--- src/rtl/rst_supervisor.sv ---
module rst_supervisor #(
  parameter int HOLD_TICKS     = 16,
  parameter int DEBOUNCE_TICKS = 4
) (
  input  logic clk,
  input  logic rst_n,
  input  logic tick,
  input  logic pwr_fail,
  input  logic osc_ready,
  input  logic wdog_req,
  input  logic line_in,
  output logic line_drive_low,
  output logic access_inhibit
);

  localparam int MAXT = (HOLD_TICKS > DEBOUNCE_TICKS) ? HOLD_TICKS : DEBOUNCE_TICKS;
  localparam int CW   = $clog2(MAXT + 1);
  localparam logic [CW-1:0] HOLD_LAST = CW'(HOLD_TICKS - 1);
  localparam logic [CW-1:0] DEB_LAST  = CW'(DEBOUNCE_TICKS - 1);

  typedef enum logic [2:0] {
    S_IDLE     = 3'd0,
    S_PFAIL    = 3'd1,
    S_WAIT_OSC = 3'd2,
    S_HOLD     = 3'd3,
    S_DEBOUNCE = 3'd4,
    S_WAIT_REL = 3'd5
  } st_t;

  st_t           st, st_nx;
  logic [CW-1:0] cnt;
  logic [2:0]    sync;

  wire line_s = sync[1];
  wire fell   = sync[2] & ~sync[1];
  wire rose   = ~sync[2] & sync[1];
  wire timing = (st == S_HOLD) || (st == S_DEBOUNCE);

  always_comb begin
    st_nx = st;
    if (pwr_fail) st_nx = S_PFAIL;
    else begin
      case (st)
        S_IDLE:     if (fell) st_nx = S_DEBOUNCE;
                    else if (wdog_req) st_nx = S_HOLD;
        S_PFAIL:    st_nx = osc_ready ? S_HOLD : S_WAIT_OSC;
        S_WAIT_OSC: if (osc_ready) st_nx = S_HOLD;
        S_HOLD:     if (tick && cnt == HOLD_LAST) st_nx = S_IDLE;
        S_DEBOUNCE: if (tick && cnt == DEB_LAST) st_nx = S_WAIT_REL;
        S_WAIT_REL: if (rose) st_nx = S_HOLD;
        default:    st_nx = S_PFAIL;
      endcase
    end
  end

  always_ff @(posedge clk or negedge rst_n) begin
    if (!rst_n) begin
      st   <= S_PFAIL;
      cnt  <= '0;
      sync <= 3'b111;
    end else begin
      st   <= st_nx;
      sync <= {sync[1:0], line_in};
      if (st_nx != st || st == S_PFAIL) cnt <= '0;
      else if (timing && tick)         cnt <= cnt + 1'b1;
    end
  end

  assign line_drive_low = (st == S_PFAIL) || (st == S_WAIT_OSC) || timing;
  assign access_inhibit = (st != S_IDLE) || !line_s;

endmodule

--- config.mk ---
export PLATFORM = sky130hd
export DESIGN_NAME = rst_supervisor
export DESIGN_NICKNAME = d
export VERILOG_FILES = /design/src/rtl/rst_supervisor.sv
export SDC_FILE = /design/constraint.sdc
export NUM_CORES = 1
export LEC_CHECK = 0
export ABC_AREA = 0
export CORE_MARGIN = 3
export CORE_UTILIZATION = 45
export CTS_CLUSTER_DIAMETER = 80
export DETAILED_ROUTE_END_ITERATION = 10
export DONT_BUFFER_PORTS = 1
export PLACE_DENSITY_LB_ADDON = 0.2
export SETUP_SLACK_MARGIN = 0.3
export SLEW_MARGIN = 20
export SYNTH_ARGS = -nofsm -noshare
export SYNTH_HDL_FRONTEND = slang
export SYNTH_SLANG_ARGS = --single-unit
--- constraint.sdc ---
create_clock -name clk -period 2.24 [get_ports clk]
set_clock_uncertainty 0.05 [all_clocks]
set_input_delay 0.224 -clock clk [delete_from_list [all_inputs] [get_ports clk]]
set_output_delay 0.224 -clock clk [all_outputs]
set_load 0.01 [all_outputs]
# After elaboration in Yosys (flattened, before gate mapping)
# Index checks and enable logic that the tools add are counted.
# word_totals
ff_bits	11
latchBits	0
ram_bits	0
romBits	0
in_bits	7
out_inout_bits	2
mem_count	0
# op_classes
n_addsub	1
n_mul	0
div_mod_pow	0
magnitude_cmp	0
eq_ne	8
n_shift	0
muxes	11
n_bitwise	4
n_reduce_logical	12
# op_table
op	count
$mux 3	7
$pmux 3 s6	1
$mux 5	2
$eq 3x2->1 const B	2
$eq 3x3->1 const B	2
$add 5x1->5 const B	1
$eq 5x2->1 const B	1
$eq 5x4->1 const B	1
$logic_or 1x1->1	5
$eq 3x1->1 const B	1
$logic_and 1x1->1	3
$logic_not 3->1	1
$ne 3x3->1	1
$reduce_bool 3->1	1
$and 1x1->1	2
$not 1->1	2
$reduce_bool 2->1	1
$logic_not 1->1	1
$mux 1	1

# Logic depth before layout (Yosys ltp)
# logic_depth
depth_word	8
mapped_depth	8

# Worst setup path before layout
# OpenSTA, ideal clock, no wires.
# synth_timing
path_kind	reg2reg
startpoint	register cnt[0]
endpoint	register cnt[4]
setup_time_ns	0.107
arrival_time_ns	1.698
t_required_ns	2.083
path_slack_ns	0.385
path_stages_with_launch	9
n_path_buf	0
synth_period_minus_slack_ns	1.855
cell_sequence	dfrtp_1 -> ha_1 -> and3_1 -> ha_1 -> nand2_1 -> a32o_2 -> o2111a_1 -> o21ai_4 -> a2111oi_4
# synth_between
elab_chain_len	8
elab_cells_between_ends	14
# synth_lines
element	line	rtl
start, declared	31	logic [CW-1:0] cnt;
start signal, assigned	65	else if (timing && tick) cnt <= cnt + 1'b1;
$eq 5x2->1 or $eq 5x4->1 (tied branches)	49, 48	
$logic_and 1x1->1, on equally long branches	49, 48	
$mux 3, on equally long branches	49, 48	
$pmux 3 s6	43	case (st)
$mux 3	41	if (pwr_fail) st_nx = S_PFAIL;
$ne 3x3->1	64	if (st_nx != st || st == S_PFAIL) cnt <= '0;
$logic_or 1x1->1	64	
$mux 5 or $reduce_bool 2->1 (tied branches)	n/a	
# Parallel ways exist; a longest one is shown, timed or not. The select of a mux whose other input is x is not followed.
# A chain may end at the register's enable or synchronous reset.

# Worst setup path in the final report
# layout_timing
startpoint	register cnt[1]
endpoint	register cnt[4]
# The elaborated chain is that of the path after synthesis.

==> metrics.md <==
| Metric | Value |
|---|---|
| First-pass GRT wire length | `2152 um` |
| Root cell of the clock tree | `sky130_fd_sc_hd__clkbuf_4` |
| Synthesized netlist cell count | `68` |
| Netlist cell types | `36` |
| CORE AREA | `0.001541 mm2` |
| Max-cap violations | `0` |
| CP arrival | `2.03 ns` |
| Pin slew with the least headroom to its limit | `0.4912 ns` |
| Capturing element type of the critical path | `flip-flop` |
| Switch share | `40.53%` |
| Filler cell count in the final layout | `130` |
| Final TNS setup | `0 ns` |
| Share of synthesized area spent on multiplexers | `1.340%` |
| Post-DRT Antenna Nets | `0` |
| Number of antenna repair diodes | `0` |
| RSZ-0062 raised after global routing | `true` |
| Die X-Extent | `46.74 um` |
| Area grow syn2layout | `15.58%` |
| Inserted Clock Buffers | `3` |
| Final Util | `56.01%` |
| Post-Synth Adder-Cell Area | `3.350%` |
| Share of the yosys chip area belonging to registers | `37.52%` |
| Avg Cell Area, Syn | `10.98 um2` |
| Hold Violations, Final | `0` |
| Grt total ovfl | `0` |
| IO Count | `9` |
| PD cells | `816.5 mW/mm2` |
| Share of final-layout standard cells stronger than drive strength 1 | `41.89%` |
| Net switching component of the power | `0.0002857 W` |
| Die area | `0.002185 mm2` |
| Required arrival time at the worst endpoint | `2.33 ns` |
| Highest clock frequency the design can meet | `513.8 MHz` |
| Clock tree from TritonCTS | `built` |
| Total of endpoints with negative setup slack in the final report | `0` |
| Half-perimeter wire length of the detailed placement result | `1015 um` |
| Post-detailed-route wirelength per cell | `16.08 um` |
| Clk buf depth | `2` |
| Post-detailed-route via-to-cell ratio | `6.089` |
| Cell types with the largest area share after synthesis | `sky130_fd_sc_hd__dfrtp_1 (23%), sky130_fd_sc_hd__dfstp_2 (14%), sky130_fd_sc_hd__a2111oi_4 (3.7%)` |
| Port-buffer cells | `0` |
| Total length of routed wires | `1447 um` |
| Number of antenna violations at the first check in global routing | `0` |
| Number of global-route vias before repair | `506` |
| Internal | `0.0004192 W` |
| Clock share of power | `19.1%` |
| Die span in y | `46.74 um` |
| Post-synthesis cell type with the largest combined area | `sky130_fd_sc_hd__dfrtp_1` |
| Number of sinks handled by clock tree synthesis | `11` |
| Compound-gate portion of the synthesized area | `20.94%` |
| Iter 0 DRT Violations | `15` |
| Vias after detailed routing | `548` |
| Total track usage | `13.77%` |
| DRC violations left | `0` |
| Critical path peak fanout | `5` |
| Headroom to the max-slew limit | `67.15%` |
| Number of pins exceeding their max-slew limit in the final report | `0` |
| Initial standard-cell utilization of the core | `48.46%` |
| Kind of start point of the critical path | `flip-flop` |
| Clock latency at the later pin of the worst-skew pair | `0.26 ns` |
| Minimum clock period | `1.946 ns` |
| Synthesis warning total | `0` |
| Number of detailed-route iterations in the first pass | `4` |
| Area share of the largest cell type after synthesis | `23.45%` |
| LEAKAGE | `0.3543 nW` |
| Share of the cycle needed by the critical path after routing | `86.89%` |
| Dominant combinational cell family by area after synthesis | `simple AND/OR/NAND/NOR gates` |
| VDD IR-drop max | `447.6 uV` |
| Standard-cell rows | `14` |
| Maximum number of pins on one net before global-route repair | `12` |
| GPL Wtd Cong | `0.7279` |
| Worst min-delay path class | `input port to flip-flop` |
| Final nets | `84` |
| Relative contribution of combinational cells to total power | `43.4%` |
| Count of H-tree levels built during CTS | `1` |
| Share of total power in sequential cells | `37.5%` |
| FF+latch count, synth | `11` |
| Basic-gate share of the synthesized area counting and, or, nand and nor cells | `22.11%` |
| Clk slew on worst S/H paths | `0.07 ns` |
| Synth Net Count | `77` |
| Combined area of all synthesized cells | `747.0 um2` |
| Kind of critical path | `flip-flop to flip-flop` |
| Fraction of synthesized cell area in xor and xnor cells | `8.040%` |
| Status | `completed` |
## what timing repair did
| item | CTS | global route |
|---|---|---|
| resized for setup | 1 | 9 |
| pin swaps | 3 | 8 |
| hold endpoints to repair | 12 | 0 |
| hold buffers | 2 | 0 |
| endpoints found under the setup margin | 5 | 5 |
| setup buffers | 2 | 1 |
## Yosys cell counts
| library cell | number |
|---|---|
| sky130_fd_sc_hd__a2111oi_4 | 1 |
| sky130_fd_sc_hd__a21boi_0 | 1 |
| sky130_fd_sc_hd__a21oi_1 | 1 |
| sky130_fd_sc_hd__a31oi_1 | 2 |
| sky130_fd_sc_hd__a32o_2 | 1 |
| sky130_fd_sc_hd__and2b_4 | 1 |
| sky130_fd_sc_hd__and3_1 | 2 |
| sky130_fd_sc_hd__and3b_1 | 1 |
| sky130_fd_sc_hd__and4b_2 | 1 |
| sky130_fd_sc_hd__and4bb_2 | 1 |
| sky130_fd_sc_hd__buf_2 | 1 |
| sky130_fd_sc_hd__buf_6 | 2 |
| sky130_fd_sc_hd__dfrtp_1 | 7 |
| sky130_fd_sc_hd__dfstp_2 | 4 |
| sky130_fd_sc_hd__ha_1 | 2 |
| sky130_fd_sc_hd__inv_1 | 6 |
| sky130_fd_sc_hd__mux2i_1 | 1 |
| sky130_fd_sc_hd__nand2_1 | 2 |
| sky130_fd_sc_hd__nand2b_1 | 1 |
| sky130_fd_sc_hd__nand3_1 | 2 |
| sky130_fd_sc_hd__nand3b_1 | 1 |
| sky130_fd_sc_hd__nand4_1 | 1 |
| sky130_fd_sc_hd__nand4b_4 | 1 |
| sky130_fd_sc_hd__nor2_1 | 2 |
| sky130_fd_sc_hd__nor2_2 | 2 |
| sky130_fd_sc_hd__nor3_1 | 4 |
| sky130_fd_sc_hd__nor4b_1 | 1 |
| sky130_fd_sc_hd__o2111a_1 | 1 |
| sky130_fd_sc_hd__o21ai_0 | 4 |
| sky130_fd_sc_hd__o21ai_4 | 1 |
| sky130_fd_sc_hd__o221a_2 | 1 |
| sky130_fd_sc_hd__o22ai_1 | 2 |
| sky130_fd_sc_hd__o31ai_4 | 1 |
| sky130_fd_sc_hd__xnor2_1 | 3 |
| sky130_fd_sc_hd__xnor2_2 | 1 |
| sky130_fd_sc_hd__xor2_1 | 2 |
## registers in the layout, summed over array words and instances (netlist names)
name / flops
cnt: 5
st: 3
sync: 3
## cell families (layout without fill, tap and decap cells)
logic type,count (synthesis),after routing
compound gates,16,16
xor+xnor,6,6
fa+ha+maj,2,2
buf+inv,9,15
flops,11,11
mux,1,1
simple gates,23,23
## metal layers
metal / track usage, % / part of all wire [%]
met2: 21.98 / 45
met3: 3.448 / 4.9
met5: 0 / 0
met1: 18.18 / 49
met4: 4.972 / 0.62
## area by class of cell
type,count,area [um2],area share (%)
multi-input cells,48,470.5,54.49
flip-flops and latches,11,280.3,32.46
repair buffers,5,42.54,4.928
clock buffers,3,22.52,2.609
inverters,6,22.52,2.609
well taps,16,20.02,2.319
clock inverters,1,5.005,0.5797
## power by group through the flow
stage	Combinational (W)	Clock (W)	Sequential, W
global route	0.000327	0.000149	0.000268
finish	0.000306	0.000134	0.000264
CTS	0.000274	0.000140	0.000264
global placement	0.000262	0	0.000265
floorplan	0.000272	0	0.000235
detailed placement	0.000260	0	0.000268
## metrics by stage
step	std cells	cell area, um2	setup slack (ns)	hold WS (ns)	total power, W
6_report	90	863.3	0.2936	0.1838	0.0007049
5_1_grt	90	863.3	0.2174	0.1806	0.0007439
4_1_cts	89	804.5	0.3015	0.1528	0.0006780
3_5_place_dp	81	739.5	0.2586	-0.1214	0.0005283
3_3_place_gp	81	739.5	0.3016	-0.1214	0.0005269
2_1_floorplan	68	747.0	0.3850	-0.1216	0.0005077
## worst max-delay path: stages, from the launching register on
cell	delay (ns)
sky130_fd_sc_hd__dfrtp_1	0.36
sky130_fd_sc_hd__ha_2	0.18
sky130_fd_sc_hd__and3_4	0.18
sky130_fd_sc_hd__ha_4	0.12
sky130_fd_sc_hd__nand2_2	0.04
sky130_fd_sc_hd__a32o_2	0.27
sky130_fd_sc_hd__o2111a_1	0.27
sky130_fd_sc_hd__o21ai_4	0.28
sky130_fd_sc_hd__a2111oi_4	0.07
## layout by cell type, fill, tap and decap left out, drive strengths merged, types with 3 or more instances in the layout
| cell | count |
|---|---|
| nor3 | 4 |
| dfrtp | 7 |
| buf | 3 |
| inv | 6 |
| clkbuf | 3 |
| o21ai | 5 |
| nor2 | 4 |
| xnor2 | 4 |
| dfstp | 4 |
## path summary, 6_finish.rpt
check	startpoint	endpoint	slack, ns	cells after the start
max in group asynchronous	rst_n	st[0]$_DFF_PN1_	1.48	1
min in group asynchronous	rst_n	cnt[3]$_DFFE_PN0P_	0.30	1
min	pwr_fail	st[1]$_DFF_PN0_	0.18	2
max reg2reg	cnt[1]$_DFFE_PN0P_	cnt[4]$_DFFE_PN0P_	0.29	8
max	cnt[1]$_DFFE_PN0P_	cnt[4]$_DFFE_PN0P_	0.29	8
min reg2reg	sync[0]$_DFF_PN1_	sync[1]$_DFF_PN1_	0.31	0
Note: power is estimated with default switching activity, not from simulation.
